===== src/rtl/issue_seq_pkg.sv =====
`timescale 1ns/1ps
package issue_seq_pkg;

   localparam int CLS_W = 2;

   typedef enum logic [1:0] {
      SLOT_BUBBLE = 2'd0,
      SLOT_FIRST  = 2'd1,
      SLOT_SECOND = 2'd2
   } slot_e;

   // Bubble cycles that follow a single-word instruction of a given class.
   function automatic logic [1:0] extra_bubbles(input logic [CLS_W-1:0] cls,
                                                input logic pc_chg);
      logic [1:0] cost;
      cost = (cls < 2'd2) ? 2'd1 : cls;
      if (pc_chg && cost < 2'd2) cost = 2'd2;
      return cost - 2'd1;
   endfunction

endpackage


===== src/rtl/issue_seq_ctrl.sv =====
`timescale 1ns/1ps
module issue_seq_ctrl
   import issue_seq_pkg::*;
(
   input  logic             clk,
   input  logic             rst,
   input  logic             fetch_valid,
   input  logic             stray,
   input  logic             dword,
   input  logic             skip,
   input  logic             pc_chg,
   input  logic [CLS_W-1:0] cls,
   input  logic             next_dword,
   output slot_e            slot,
   output logic             fetch_adv,
   output logic             pc_redirect,
   output logic             flush
);

   logic       boot_q, boot_d;
   logic [1:0] bub_q, bub_d;
   logic [1:0] skip_q, skip_d;
   logic       sec_q, sec_d;
   logic       rpend_q, rpend_d;
   logic       fpend_q, fpend_d;

   always_comb begin
      slot        = SLOT_BUBBLE;
      fetch_adv   = 1'b0;
      pc_redirect = 1'b0;
      flush       = 1'b0;
      boot_d      = boot_q;
      bub_d       = bub_q;
      skip_d      = skip_q;
      sec_d       = sec_q;
      rpend_d     = rpend_q;
      fpend_d     = fpend_q;
      if (rst) begin
         boot_d = 1'b1;
      end else if (boot_q) begin
         boot_d = 1'b0;
      end else if (skip_q != 2'd0) begin
         if (fetch_valid) begin
            fetch_adv = 1'b1;
            skip_d    = skip_q - 2'd1;
         end
      end else if (bub_q != 2'd0) begin
         flush     = fpend_q;
         fetch_adv = fpend_q;
         fpend_d   = 1'b0;
         bub_d     = bub_q - 2'd1;
      end else if (sec_q) begin
         if (fetch_valid) begin
            fetch_adv = 1'b1;
            slot      = SLOT_SECOND;
            sec_d     = 1'b0;
            if (rpend_q) begin
               pc_redirect = 1'b1;
               bub_d       = 2'd1;
               fpend_d     = 1'b1;
               rpend_d     = 1'b0;
            end
         end
      end else if (fetch_valid) begin
         fetch_adv = 1'b1;
         slot      = SLOT_FIRST;
         if (!stray) begin
            if (dword) begin
               sec_d   = 1'b1;
               rpend_d = pc_chg;
            end else if (skip) begin
               skip_d = next_dword ? 2'd2 : 2'd1;
            end else begin
               bub_d = extra_bubbles(cls, pc_chg);
               if (pc_chg) begin
                  pc_redirect = 1'b1;
                  fpend_d     = 1'b1;
               end
            end
         end
      end
   end

   always_ff @(posedge clk) begin
      if (rst) begin
         boot_q  <= 1'b1;
         bub_q   <= 2'd0;
         skip_q  <= 2'd0;
         sec_q   <= 1'b0;
         rpend_q <= 1'b0;
         fpend_q <= 1'b0;
      end else begin
         boot_q  <= boot_d;
         bub_q   <= bub_d;
         skip_q  <= skip_d;
         sec_q   <= sec_d;
         rpend_q <= rpend_d;
         fpend_q <= fpend_d;
      end
   end


   redirect_then_flush_chk: assert property (@(posedge clk) disable iff (rst)
      pc_redirect |=> flush);


   flush_only_after_redirect_chk: assert property (@(posedge clk) disable iff (rst)
      flush |-> $past(pc_redirect));


   no_redirect_flush_overlap_chk: assert property (@(posedge clk) disable iff (rst)
      !(pc_redirect && flush));


   no_adv_without_word_chk: assert property (@(posedge clk) disable iff (rst)
      (!fetch_valid && !flush) |-> !fetch_adv);


   boot_slot_is_bubble_chk: assert property (@(posedge clk) disable iff (rst)
      $past(rst) |-> (!fetch_adv && slot == SLOT_BUBBLE));

endmodule


===== src/rtl/issue_seq_slot.sv =====
`timescale 1ns/1ps
module issue_seq_slot
   import issue_seq_pkg::*;
#(
   parameter int WORD_W     = 24,
   parameter int PREFIX_W   = 8,
   parameter bit STRAY_TRAP = 1'b1
) (
   input  slot_e             slot,
   input  logic [WORD_W-1:0] fetch_word,
   output logic              stray,
   output logic [WORD_W-1:0] issue_word,
   output logic              issue_nop,
   output logic              issue_ext
);

   localparam int PFX_LSB = WORD_W - PREFIX_W;

   generate
      if (STRAY_TRAP) begin : g_trap
         assign stray = (fetch_word[WORD_W-1:PFX_LSB] == '0);
      end else begin : g_notrap
         assign stray = 1'b0;
      end
   endgenerate

   always_comb begin
      issue_word = (slot == SLOT_BUBBLE) ? '0 : fetch_word;
      issue_ext  = (slot == SLOT_SECOND);
      issue_nop  = (slot == SLOT_BUBBLE) || (slot == SLOT_FIRST && stray);
   end


   ext_never_nop_chk: assert final (!(issue_ext && issue_nop));

endmodule


===== src/rtl/issue_seq_nopctr.sv =====
`timescale 1ns/1ps
module issue_seq_nopctr #(
   parameter int CNT_W    = 16,
   parameter bit SATURATE = 1'b1
) (
   input  logic             clk,
   input  logic             rst,
   input  logic             bump,
   output logic [CNT_W-1:0] count
);

   localparam logic [CNT_W-1:0] CNT_MAX = '1;
   localparam logic [CNT_W-1:0] CNT_ONE = {{(CNT_W-1){1'b0}}, 1'b1};

   logic [CNT_W-1:0] cnt_q;
   logic             hold;

   generate
      if (SATURATE) begin : g_sat
         assign hold = (cnt_q == CNT_MAX);
      end else begin : g_wrap
         assign hold = 1'b0;
      end
   endgenerate

   always_ff @(posedge clk) begin
      if (rst)              cnt_q <= '0;
      else if (bump && !hold) cnt_q <= cnt_q + CNT_ONE;
   end

   assign count = cnt_q;


   nop_count_step_chk: assert property (@(posedge clk) disable iff (rst)
      ($past(!rst) && $past(bump) && $past(cnt_q) != CNT_MAX) |-> cnt_q == $past(cnt_q) + CNT_ONE);


   nop_count_idle_chk: assert property (@(posedge clk) disable iff (rst)
      ($past(!rst) && $past(!bump)) |-> $stable(cnt_q));

endmodule


===== src/rtl/issue_seq.sv =====
`timescale 1ns/1ps
module issue_seq
   import issue_seq_pkg::*;
#(
   parameter int WORD_W   = 24,
   parameter int PREFIX_W = 8,
   parameter int CNT_W    = 16,
   parameter bit CNT_SAT  = 1'b1
) (
   input  logic              clk,
   input  logic              rst,
   input  logic              fetch_valid,
   input  logic [WORD_W-1:0] fetch_word,
   input  logic              hint_dword,
   input  logic              hint_skip,
   input  logic              hint_pc_chg,
   input  logic [CLS_W-1:0]  hint_class,
   input  logic              hint_next_dword,
   output logic              fetch_adv,
   output logic [WORD_W-1:0] issue_word,
   output logic              issue_nop,
   output logic              issue_ext,
   output logic              pc_redirect,
   output logic              flush,
   output logic [CNT_W-1:0]  nop_count
);

   generate
      if (PREFIX_W < 1 || PREFIX_W >= WORD_W) begin : g_bad_prefix
         $error("issue_seq: PREFIX_W must lie in 1..WORD_W-1");
      end
      if (CNT_W < 2) begin : g_bad_cnt
         $error("issue_seq: CNT_W must be at least 2");
      end
   endgenerate

   slot_e slot;
   logic  stray;

   issue_seq_ctrl i_ctrl (
      .clk         (clk),
      .rst         (rst),
      .fetch_valid (fetch_valid),
      .stray       (stray),
      .dword       (hint_dword),
      .skip        (hint_skip),
      .pc_chg      (hint_pc_chg),
      .cls         (hint_class),
      .next_dword  (hint_next_dword),
      .slot        (slot),
      .fetch_adv   (fetch_adv),
      .pc_redirect (pc_redirect),
      .flush       (flush)
   );

   issue_seq_slot #(
      .WORD_W     (WORD_W),
      .PREFIX_W   (PREFIX_W),
      .STRAY_TRAP (1'b1)
   ) i_slot (
      .slot       (slot),
      .fetch_word (fetch_word),
      .stray      (stray),
      .issue_word (issue_word),
      .issue_nop  (issue_nop),
      .issue_ext  (issue_ext)
   );

   issue_seq_nopctr #(
      .CNT_W    (CNT_W),
      .SATURATE (CNT_SAT)
   ) i_nopctr (
      .clk   (clk),
      .rst   (rst),
      .bump  (issue_nop),
      .count (nop_count)
   );

endmodule


===== config.mk =====
export PLATFORM = sky130hd
export DESIGN_NAME = issue_seq
export DESIGN_NICKNAME = d
export VERILOG_FILES = /design/src/rtl/issue_seq_pkg.sv /design/src/rtl/issue_seq_ctrl.sv /design/src/rtl/issue_seq_slot.sv /design/src/rtl/issue_seq_nopctr.sv /design/src/rtl/issue_seq.sv
export SDC_FILE = /design/constraint.sdc
export NUM_CORES = 1
export LEC_CHECK = 0
export ABC_AREA = 0
export BUFFER_PORTS_ARGS = -buffer_cell sky130_fd_sc_hd__buf_4
export CORE_MARGIN = 4
export CORE_UTILIZATION = 30
export CTS_CLUSTER_SIZE = 28
export DETAILED_ROUTE_END_ITERATION = 8
export PLACE_DENSITY_LB_ADDON = 0.05
export SLEW_MARGIN = 20
export SYNTH_ARGS = -nofsm -noshare
export SYNTH_HDL_FRONTEND = slang
export SYNTH_SLANG_ARGS = --single-unit
export TNS_END_PERCENT = 50

===== constraint.sdc =====
create_clock -name clk -period 4.05 [get_ports clk]
set_clock_uncertainty 0.2 [all_clocks]
set_input_delay 0.81 -clock clk [delete_from_list [all_inputs] [get_ports clk]]
set_output_delay 0.81 -clock clk [all_outputs]
set_load 0.02 [all_outputs]

==> results of run 1 <==
==> final cells by class <==
cell class / instances / area [µm²] / area share, %
clock buffer: 3 / 41.3 / 1.89
inverter: 6 / 22.5 / 1.03
timing repair buffer: 78 / 586 / 26.9
sequential: 24 / 480 / 22.0
multi-input combinational: 150 / 937 / 43.0
clock inverter: 1 / 30.0 / 1.38
tap: 67 / 83.8 / 3.84
==> cell families after synthesis <==
| kind of cell | count (synthesis) | share of synthesized area [%] |
|---|---|---|
| compound gates | 41 | 18.1 |
| xor+xnor | 6 | 3.58 |
| fa+ha+maj | 1 | 0.852 |
| buf+inv | 13 | 3.92 |
| flops | 24 | 32.7 |
| mux | 1 | 0.681 |
| simple gates | 101 | 40.2 |
==> sequential cells by signal, summed over array words and instances (netlist names) <==
register	count
i_nopctr.count	16
i_ctrl.bub_q	2
i_ctrl.skip_q	2
i_ctrl.boot_q	1
i_ctrl.fpend_q	1
i_ctrl.rpend_q	1
i_ctrl.sec_q	1
==> worst max-delay path: stages <==
cell and delay [ns]:
buf_4 0.11, or4_1 0.57, nor2_1 0.25, nor3_1 0.09, a21oi_1 0.13, nor2_1 0.05
buf_4 0.16
==> worst min-delay path by stage <==
stage	start	endpoint	slack [ns]	cells after the start
CTS	i_ctrl.rpend_q$_SDFFE_PP0P_	i_ctrl.rpend_q$_SDFFE_PP0P_	0.31	2
floorplan	i_ctrl.rpend_q$_SDFFE_PP0P_	i_ctrl.rpend_q$_SDFFE_PP0P_	0.26	2
global placement	i_ctrl.rpend_q$_SDFFE_PP0P_	i_ctrl.rpend_q$_SDFFE_PP0P_	0.30	2
global route	i_nopctr.count[5]$_SDFFE_PP0P_	i_nopctr.count[5]$_SDFFE_PP0P_	0.36	2
detailed placement	i_ctrl.rpend_q$_SDFFE_PP0P_	i_ctrl.rpend_q$_SDFFE_PP0P_	0.29	2
finish	i_ctrl.rpend_q$_SDFFE_PP0P_	i_ctrl.rpend_q$_SDFFE_PP0P_	0.31	2
==> metrics by stage <==
step | instance area (µm²) | worst slack (ns) | instances | utilization (%) | hold slack (ns)
6_report | 2180 | 0.869 | 329 | 46.2 | 0.309
3_3_place_gp | 2110 | 0.889 | 325 | 44.7 | 0.303
5_1_grt | 2180 | 0.712 | 329 | 46.2 | 0.359
2_1_floorplan | 1470 | 0.874 | 187 | - | 0.263
4_1_cts | 2180 | 0.857 | 329 | 46.2 | 0.309
3_5_place_dp | 2110 | 0.858 | 325 | 44.7 | 0.294
==> where the power goes <==
part,internal [mW],leakage (nW),total (mW),switching [mW]
Clock,0.132,0.0357,0.214,0.0821
Combinational,0.0524,0.683,0.105,0.0523
Sequential,0.242,0.195,0.253,0.0103
Total,0.427,0.914,0.572,0.145
==> routing by layer <==
metal	part of all wire [%]	track usage (%)	up-vias
li1	-	-	846
met1	46	18.7	722
met2	46	22.9	47
met3	6.7	4.06	2
met4	0.59	2.62	0
met5	0	0	-
==> placed cells by master, fill, tap and decap left out, types with 2 or more instances in the layout <==
| cell | netlist | layout |
|---|---|---|
| and4_1 | 2 | 2 |
| nor2_1 | 15 | 15 |
| buf_4 | 2 | 78 |
| and2_1 | 24 | 24 |
| inv_1 | 6 | 6 |
| o31ai_1 | 4 | 4 |
| a211oi_1 | 5 | 5 |
| nand3_1 | 10 | 10 |
| o21ai_0 | 7 | 7 |
| nand2_1 | 10 | 10 |
| xnor2_1 | 3 | 3 |
| or3_1 | 5 | 5 |
| nor4_1 | 5 | 4 |
| xor2_1 | 3 | 3 |
| a21oi_1 | 14 | 14 |
| dfxtp_1 | 24 | 24 |
| a311oi_1 | 2 | 2 |
| or4_1 | 7 | 7 |
| nor3_1 | 5 | 5 |
| nand4_1 | 6 | 6 |
| clkbuf_8 | 0 | 3 |
==> reports/qor.csv, run 1 <==
stage,metric,value,unit
status,outcome,completed,
global_routing,wire length of the first global-routing pass,7070,µm
cts,master cell of the clock root buffer,clkbuf_8,
power_and_ir_drop,power per unit of standard cell area,262,mW/mm²
layout,synthesis-to-layout area growth,48.5,%
setup_path,R2R Setup Slk,1.84,ns
setup_path,R2R cell count,6,
floorplanning,die span in x,78.0,µm
logic_synthesis,synthesized instance count,187,
layout,number of inserted filler cells in the final layout,497,
global_routing,pin count of the biggest net entering global routing,30,
floorplanning,Ports,78,
setup_path,crit path capture type,output pin,
sta,time the worst path needs with I/O delays and setup,3.18,ns
layout,number of diodes,0,
logic_synthesis,count of state elements after synthesis,24,
detailed_routing,vias per inst,4.91,
floorplanning,die height,78.0,µm
logic_synthesis,number of enable flip-flop cells after synthesis,0,
floorplanning,row count,25,
floorplanning,core area,0.00472,mm²
detailed_routing,Total Routed Length,4230,µm
global_routing,via count of the first global-routing pass,1507,
power_and_ir_drop,worst vdd ir,0.173,mV
global_routing,global-route usage over all layers,14.1,%
logic_synthesis,share of flip-flops with an asynchronous set or reset after synthesis,0,%
cts,sinks on the clock net,24,
min_path,type of the most critical hold path,reg2reg,
detailed_routing,number of DRC violations after detailed routing,0,
floorplanning,effective utilization at floorplan,31.1,%
placement,final weighted congestion of routability-driven global placement,0.805,
logic_synthesis,syn nets,221,
layout,layout cell share with drive strength beyond 1,34.0,%
detailed_routing,Post-DRT Antenna Nets,0,
setup_path,signal arrival time at the worst endpoint,2.17,ns
setup_path,Crit. Startpoint,fetch_word[18],
global_routing,total grt overflow,0,
sta,Slew @ Worst Pin,0.629,ns
cts,deepest clock path buffer count,2,
sta,Final period util,78.6,%
sta,setup repair after global routing missed its margin,no,
setup_path,worst setup path end,pc_redirect,
setup_path,kind of start point of the critical path,input pin,
sta,headroom to the max-slew limit,57.7,%
layout,number of nets in the final layout,297,
setup_path,worst r2r src,i_ctrl.skip_q[1]$_SDFFE_PP0P_,
logic_synthesis,Mapped Area,0.00147,mm²
sta,setup TNS after final layout,0,ns
detailed_routing,wire length per cell,12.9,µm
cts,number of gates resized after cts,0,
detailed_routing,router iterations before antenna repair,4,
sta,maximum achievable frequency,0.314,GHz
power_and_ir_drop,"sum of internal, switching and leakage power",0.572,mW
cts,CTS tree,yes,
logic_synthesis,"Seq/Total Area, Yosys",32.7,%
detailed_routing,DRC violation total after the first TritonRoute iteration,59,
global_routing,number of antenna violations at the first check in global routing,0,
setup_path,FF-to-FF End,i_nopctr.count[7]$_SDFFE_PP0P_,
sta,setup violators final,0,
sta,Pins Over Slew Limit,0,
cts,Max H-tree Level,1,
setup_path,classification of the worst setup path,in2out,
setup_path,"Data required, critical path",3.04,ns
logic_synthesis,main area contributors after synthesis,"dfxtp_1 (33%), and2_1 (10%), a21oi_1 (4.8%)",
logic_synthesis,list of most frequent post-synthesis cells,"and2_1 (24), dfxtp_1 (24), nor2_1 (15)",
logic_synthesis,yosys synthesis warning count,0,
cts,insertion delay to the later sink of the worst-skew pair,0.27,ns
logic_synthesis,Post-synth top flop,dfxtp_1,
placement,number of buffer cells added on primary ports,77,
job,reported max-cap violation count,0,
cts,CTS Hold Bufs,0,
placement,HPWL after detailed placement,3390,µm
logic_synthesis,library cell occupying the most area in the post-synthesis netlist,dfxtp_1,
cts,"Clk pin slew, worst setup/hold paths",0.09,ns
power_and_ir_drop,leakage,0.914,nW
logic_synthesis,Synth Area per Inst,7.86,µm²
logic_synthesis,"Distinct cells, synth",45,
floorplanning,Total Die Area,0.00608,mm²
cts,Num CTS Buffers,3,
setup_path,"Max FO, Critical Path",4,
logic_synthesis,fraction of synthesized cell area taken by the top area cell type,32.7,%
cts,Post-CTS Setup Inserts,0,
detailed_routing,via count,1617,
sta,final hold violations,0,
No activity file was read; power rests on OpenSTA's default activity.
==> run 2: changes to the inputs <==
- ABC_AREA: 0 -> 1
- clock period: 4.05 -> 2.8 ns (I/O delays scaled with it)
==> run 2 against run 1 <==
Area after synthesis increased by 19%. Clock power increased by 42%. First-iteration DRC count unchanged. Design area increased by 12%. Sequential share of layout area decreased by 2.4 points. Largest cell class unchanged. Critical path depth decreased by 1. Cell count increased by 37%.
==> reports/qor.csv, run 2 <==
stage,metric,value,unit
setup_path,worst setup path end,pc_redirect,
global_routing,wire length of the first global-routing pass,8010,µm
sta,setup violators final,0,
global_routing,met3 track demand over resource in global routing,1.96,%
layout,synthesis-to-layout area growth,40.5,%
logic_synthesis,library cell occupying the most area in the post-synthesis netlist,dfxtp_1,
setup_path,classification of the worst setup path,reg2out,
global_routing,global-route usage over all layers,13.4,%
logic_synthesis,Mapped Area,0.00174,mm²
logic_synthesis,Post-synth top flop,dfxtp_1,
detailed_routing,router iterations before antenna repair,4,
setup_path,stage delay of the slowest cell on the critical path,0.36,ns
setup_path,most numerous cell on the critical path,nor2_4,
logic_synthesis,share of flip-flops with an asynchronous set or reset after synthesis,0,%
global_routing,total grt overflow,0,
global_routing,number of antenna violations at the first check in global routing,0,
floorplanning,Total Die Area,0.00710,mm²
placement,HPWL after detailed placement,3830,µm
layout,number of nets in the final layout,414,
detailed_routing,DRC violation total after the first TritonRoute iteration,59,
setup_path,R2R Setup Slk,0.77,ns
global_routing,met2 layer usage reported by global route,24.0,%
sta,final hold violations,0,
layout,number of inserted filler cells in the final layout,626,
logic_synthesis,main area contributors after synthesis,"dfxtp_1 (28%), nor2_1 (17%), inv_1 (15%)",
floorplanning,Ports,78,
layout,most used cells in the layout excluding fill and tap cells,"buf_4 (78), nor2_1 (77), inv_1 (70)",
logic_synthesis,fraction of synthesized cell area taken by the top area cell type,27.5,%
sta,setup TNS after final layout,0,ns
logic_synthesis,yosys synthesis warning count,0,
detailed_routing,Total Routed Length,4720,µm
detailed_routing,wire length per cell,10.5,µm
setup_path,signal arrival time at the worst endpoint,1.64,ns
placement,final weighted congestion of routability-driven global placement,0.799,
layout,number of diodes,0,
cts,number of gates resized after cts,0,
logic_synthesis,"count leader, synth",nor2_1,
floorplanning,core area,0.00557,mm²
layout,max reg flops,16,
sta,setup repair after global routing missed its margin,no,
placement,number of buffer cells added on primary ports,77,
cts,deepest clock path buffer count,2,
global_routing,busiest grt layer,met2,
sta,Pins Over Slew Limit,0,
setup_path,worst-path cell chain,"nor2_4, nand3_4, nor2_4, inv_2, a21oi_1, buf_4",
setup_path,CP Depth,6,
sta,Final period util,85.8,%
cts,"Clk pin slew, worst setup/hold paths",0.09,ns
logic_synthesis,count of state elements after synthesis,24,
logic_synthesis,"Distinct cells, synth",27,
detailed_routing,number of DRC violations after detailed routing,0,
cts,master cell of the clock root buffer,clkbuf_8,
floorplanning,die height,84.3,µm
logic_synthesis,synthesized instance count,303,
setup_path,crit path capture type,output pin,
setup_path,Critical Path Slowest Stage Cell,dfxtp_1,
layout,"commonest non-fill, non-tap cell in the layout",buf_4,
cts,Max H-tree Level,1,
layout,utilization after layout,44.0,%
power_and_ir_drop,worst vdd ir,0.179,mV
cts,insertion delay to the later sink of the worst-skew pair,0.27,ns
status,outcome,completed,
min_path,type of the most critical hold path,in2reg,
power_and_ir_drop,leakage,1.31,nW
floorplanning,row count,27,
global_routing,pin count of the biggest net entering global routing,27,
cts,Num CTS Buffers,3,
setup_path,cell family with the largest share of critical-path delay,simple AND/OR/NAND/NOR gates,
setup_path,FF-to-FF End,i_nopctr.count[1]$_SDFFE_PP0P_,
sta,time the worst path needs with I/O delays and setup,2.40,ns
floorplanning,effective utilization at floorplan,31.3,%
setup_path,critical path buffer and inverter count,2,
setup_path,"Data required, critical path",2.04,ns
cts,CTS tree,yes,
layout,layout cell share with drive strength beyond 1,26.1,%
power_and_ir_drop,"sum of internal, switching and leakage power",0.846,mW
logic_synthesis,syn nets,337,
sta,headroom to the max-slew limit,72.5,%
setup_path,kind of start point of the critical path,flop,
setup_path,worst r2r src,i_nopctr.count[0]$_SDFFE_PP0P_,
sta,Slew @ Worst Pin,0.412,ns
setup_path,Crit. Startpoint,i_ctrl.bub_q[0]$_SDFFE_PP0P_,
setup_path,"Max FO, Critical Path",26,
job,reported max-cap violation count,0,
logic_synthesis,list of most frequent post-synthesis cells,"nor2_1 (77), inv_1 (70), nand2_1 (57)",
detailed_routing,Post-DRT Antenna Nets,0,
detailed_routing,vias per inst,4.24,
setup_path,R2R cell count,8,
global_routing,met1 Track Usage GR,16.9,%
min_path,Hold Crit Depth,1,
cts,CTS Hold Bufs,0,
logic_synthesis,Synth Area per Inst,5.76,µm²
floorplanning,die span in x,84.3,µm
sta,maximum achievable frequency,0.416,GHz
logic_synthesis,"Seq/Total Area, Yosys",27.5,%
logic_synthesis,number of enable flip-flop cells after synthesis,0,
cts,Post-CTS Setup Inserts,0,
power_and_ir_drop,power per unit of standard cell area,345,mW/mm²
global_routing,via count of the first global-routing pass,1710,
detailed_routing,via count,1911,
cts,sinks on the clock net,24,
-- run 2: power by group --
group,internal (mW),total (mW),switching (mW)
clock network,0.191,0.304,0.113
logic,0.0796,0.182,0.102
registers,0.351,0.360,0.00924
-- run 2: worst min-delay path by stage --
| stage | start | end | slack, ns |
|---|---|---|---|
| final | rst | i_ctrl.boot_q$_DFF_P_ | 0.27 |
| after global routing | rst | i_ctrl.boot_q$_DFF_P_ | 0.26 |
| after CTS | rst | i_ctrl.boot_q$_DFF_P_ | 0.26 |
| after detailed placement | i_ctrl.fpend_q$_SDFFE_PP0P_ | i_ctrl.fpend_q$_SDFFE_PP0P_ | 0.27 |
| after global placement | i_ctrl.rpend_q$_SDFFE_PP0P_ | i_ctrl.rpend_q$_SDFFE_PP0P_ | 0.26 |
| after floorplan | i_ctrl.rpend_q$_SDFFE_PP0P_ | i_ctrl.rpend_q$_SDFFE_PP0P_ | 0.23 |
-- run 2: routing by layer --
metal | up-vias | routed length (µm)
met5 | - | 0
met2 | 27 | 2410
li1 | 1057 | -
met1 | 825 | 2100
met3 | 2 | 192
met4 | 0 | 19
-- run 2: cells by family after synthesis --
group / after synthesis / synth area share, %
and+or+nand+nor: 174 / 46.1
buffers and inverters: 77 / 17.6
AOI/OAI and AO/OA: 27 / 8.11
DFF: 24 / 27.5
adders and majority gates: 1 / 0.717
-- run 2: per-stage QoR --
step           instance area, µm²  cells  worst slack (ns)  hold WS (ns)
2_1_floorplan                1740    303             0.521         0.233
3_3_place_gp                 2380    447             0.453         0.258
3_5_place_dp                 2380    447             0.429         0.265
4_1_cts                      2450    451             0.373         0.262
5_1_grt                      2450    451             0.244         0.257
6_report                     2450    451             0.398         0.270
-- run 2: final cells by class --
type	count	area [µm²]	area share [%]
Clock buffer	3	41.3	1.68
Multi-Input combinational cell	202	957	39.1
Inverter	71	267	10.9
Sequential cell	24	480	19.6
Timing Repair Buffer	78	586	23.9
Tap cell	72	90.1	3.68
Clock inverter	1	30.0	1.23
==> run 3: changes to the inputs <==
- CORE_MARGIN: 4 -> 1.5
==> run 3 against run 2 <==
Design area is 0.66% lower. Highest routed layer unchanged. Register-to-register slack hardly changed. Global-route usage is 1.8 points higher. Core utilization is 0.29 points lower. Via count is 0.21% lower. First-iteration DRC count is 25% higher. Critical endpoint unchanged. Setup slack better by 0.025 ns. Count of clock-buffer cells in the layout is 1 higher.
==> reports/qor.csv, run 3 (same netlist as run 2, synthesis figures left out) <==
stage,metric,value,unit
placement,final weighted congestion of routability-driven global placement,0.803,
detailed_routing,via count,1907,
layout,most used cells in the layout excluding fill and tap cells,"buf_4 (78), nor2_1 (77), inv_1 (70)",
job,reported max-cap violation count,0,
floorplanning,core area,0.00557,mm²
setup_path,stage delay of the slowest cell on the critical path,0.36,ns
sta,Slew @ Worst Pin,0.421,ns
power_and_ir_drop,combinational power share,23.5,%
layout,Final Instance Count excl. Fillers,451,
layout,max reg flops,16,
cts,"Clk pin slew, worst setup/hold paths",0.08,ns
setup_path,cell family with the largest share of critical-path delay,simple AND/OR/NAND/NOR gates,
power_and_ir_drop,switching share of total power,28.2,%
setup_path,worst r2r src,i_nopctr.count[0]$_SDFFE_PP0P_,
min_path,startpoint of the most critical hold path,i_ctrl.rpend_q$_SDFFE_PP0P_,
layout,layout cell share with drive strength beyond 1,26.1,%
power_and_ir_drop,power per unit of standard cell area,318,mW/mm²
setup_path,Crit. Startpoint,i_ctrl.bub_q[0]$_SDFFE_PP0P_,
global_routing,total grt overflow,0,
placement,number of buffer cells added on primary ports,77,
detailed_routing,vias per inst,4.23,
cts,sinks on the clock net,24,
sta,Final period util,84.9,%
global_routing,met3 track demand over resource in global routing,1.72,%
global_routing,pin count of the biggest net entering global routing,27,
global_routing,number of antenna violations at the first check in global routing,0,
global_routing,wire length of the first global-routing pass,7770,µm
sta,maximum achievable frequency,0.421,GHz
power_and_ir_drop,clock network fraction of total power,30.0,%
setup_path,"Data required, critical path",2.04,ns
floorplanning,die span in x,79.3,µm
setup_path,classification of the worst setup path,reg2out,
sta,Pins Over Slew Limit,0,
global_routing,busiest grt layer,met2,
power_and_ir_drop,NetSw,0.218,mW
layout,"Design Area, Final",0.00243,mm²
cts,deepest clock path buffer count,2,
power_and_ir_drop,leakage,1.30,nW
detailed_routing,DRC violation total after the first TritonRoute iteration,74,
setup_path,CP Depth,6,
placement,placed cell areas,0.00238,mm²
floorplanning,Ports,78,
placement,HPWL after detailed placement,3560,µm
setup_path,kind of start point of the critical path,flop,
sta,post-route setup slack,0.423,ns
global_routing,global-route usage over all layers,15.2,%
global_routing,via count of the first global-routing pass,1731,
setup_path,worst-path cell chain,"nor2_4, nand3_4, nor2_4, inv_2, a21oi_1, buf_4",
floorplanning,Total Die Area,0.00628,mm²
detailed_routing,Post-DRT Antenna Nets,0,
global_routing,met1 Track Usage GR,18.3,%
cts,CTS Hold Bufs,0,
min_path,Hold Crit Depth,2,
setup_path,critical path buffer and inverter count,2,
sta,time the worst path needs with I/O delays and setup,2.38,ns
setup_path,crit path capture type,output pin,
cts,number of gates resized after cts,0,
sta,setup TNS after final layout,0,ns
placement,Setup WS pre-CTS,0.441,ns
status,outcome,completed,
cts,Post-CTS Setup Inserts,0,
global_routing,met2 layer usage reported by global route,27.6,%
sta,final hold violations,0,
cts,Num CTS Buffers,3,
layout,number of nets in the final layout,414,
floorplanning,row count,27,
setup_path,"Max FO, Critical Path",26,
setup_path,R2R cell count,8,
power_and_ir_drop,Sequential Power Share,46.5,%
power_and_ir_drop,internal power,0.556,mW
detailed_routing,number of DRC violations after detailed routing,0,
sta,headroom to the max-slew limit,71.9,%
setup_path,Critical Path Slowest Stage Cell,dfxtp_1,
setup_path,signal arrival time at the worst endpoint,1.62,ns
layout,"commonest non-fill, non-tap cell in the layout",buf_4,
cts,CTS tree,yes,
power_and_ir_drop,worst vdd ir,0.155,mV
floorplanning,effective utilization at floorplan,31.3,%
detailed_routing,Total Routed Length,4560,µm
placement,number of cells after detailed placement,447,
sta,setup repair after global routing missed its margin,no,
cts,master cell of the clock root buffer,clkbuf_8,
floorplanning,die height,79.3,µm
sta,setup violators final,0,
min_path,type of the most critical hold path,reg2reg,
setup_path,most numerous cell on the critical path,nor2_4,
cts,Max H-tree Level,1,
layout,synthesis-to-layout area growth,39.6,%
layout,number of diodes,0,
cts,insertion delay to the later sink of the worst-skew pair,0.26,ns
detailed_routing,router iterations before antenna repair,4,
detailed_routing,wire length per cell,10.1,µm
-- run 3: cell types whose count changed in the layout (fill, tap and decap cells not counted) --
cell / previous run / this run
bufinv_16: 1 / 0
clkbuf_8: 3 / 4
-- run 3: stage by stage --
stage | hold slack [ns] | total power, mW | utilization [%]
2_1_floorplan | 0.233 | 0.471 | -
3_3_place_gp | 0.255 | 0.551 | 42.7
3_5_place_dp | 0.261 | 0.552 | 42.7
4_1_cts | 0.265 | 0.792 | 43.7
5_1_grt | 0.264 | 0.826 | 43.7
6_report | 0.273 | 0.774 | 43.7
-- run 3: worst min-delay path: stages, from the launching register on --
cell and delay [ns]:
dfxtp_1 0.32, nand2_1 0.06, a21oi_1 0.05
-- run 3: worst paths after layout --
check	slack, ns	end
worst max-delay path	0.42	pc_redirect
worst min-delay path	0.27	i_ctrl.rpend_q$_SDFFE_PP0P_
worst max register to register	0.77	i_nopctr.count[1]$_SDFFE_PP0P_
worst min register to register	0.27	i_ctrl.rpend_q$_SDFFE_PP0P_
-- run 3: power by group through the flow --
| stage | Combinational (mW) | Clock (mW) | Sequential, mW |
|---|---|---|---|
| finish | 0.182 | 0.232 | 0.360 |
| CTS | 0.184 | 0.248 | 0.360 |
| detailed placement | 0.183 | 0 | 0.368 |
| floorplan | 0.0990 | 0 | 0.372 |
| global route | 0.205 | 0.260 | 0.362 |
| global placement | 0.183 | 0 | 0.368 |
-- run 3: final cells by class --
type / instances / area, µm²
Fill cell: 627 / 3140
Timing Repair Buffer: 78 / 586
Tap cell: 72 / 90.1
Inverter: 71 / 267
Clock buffer: 4 / 55.1
Sequential cell: 24 / 480
Multi-Input combinational cell: 202 / 957
-- run 3: routing by layer --
metal  wire length, µm  share of wire, %
met5                 0                 0
met4                79               1.7
met3               173               3.8
met2              2210                48
met1              2100                46
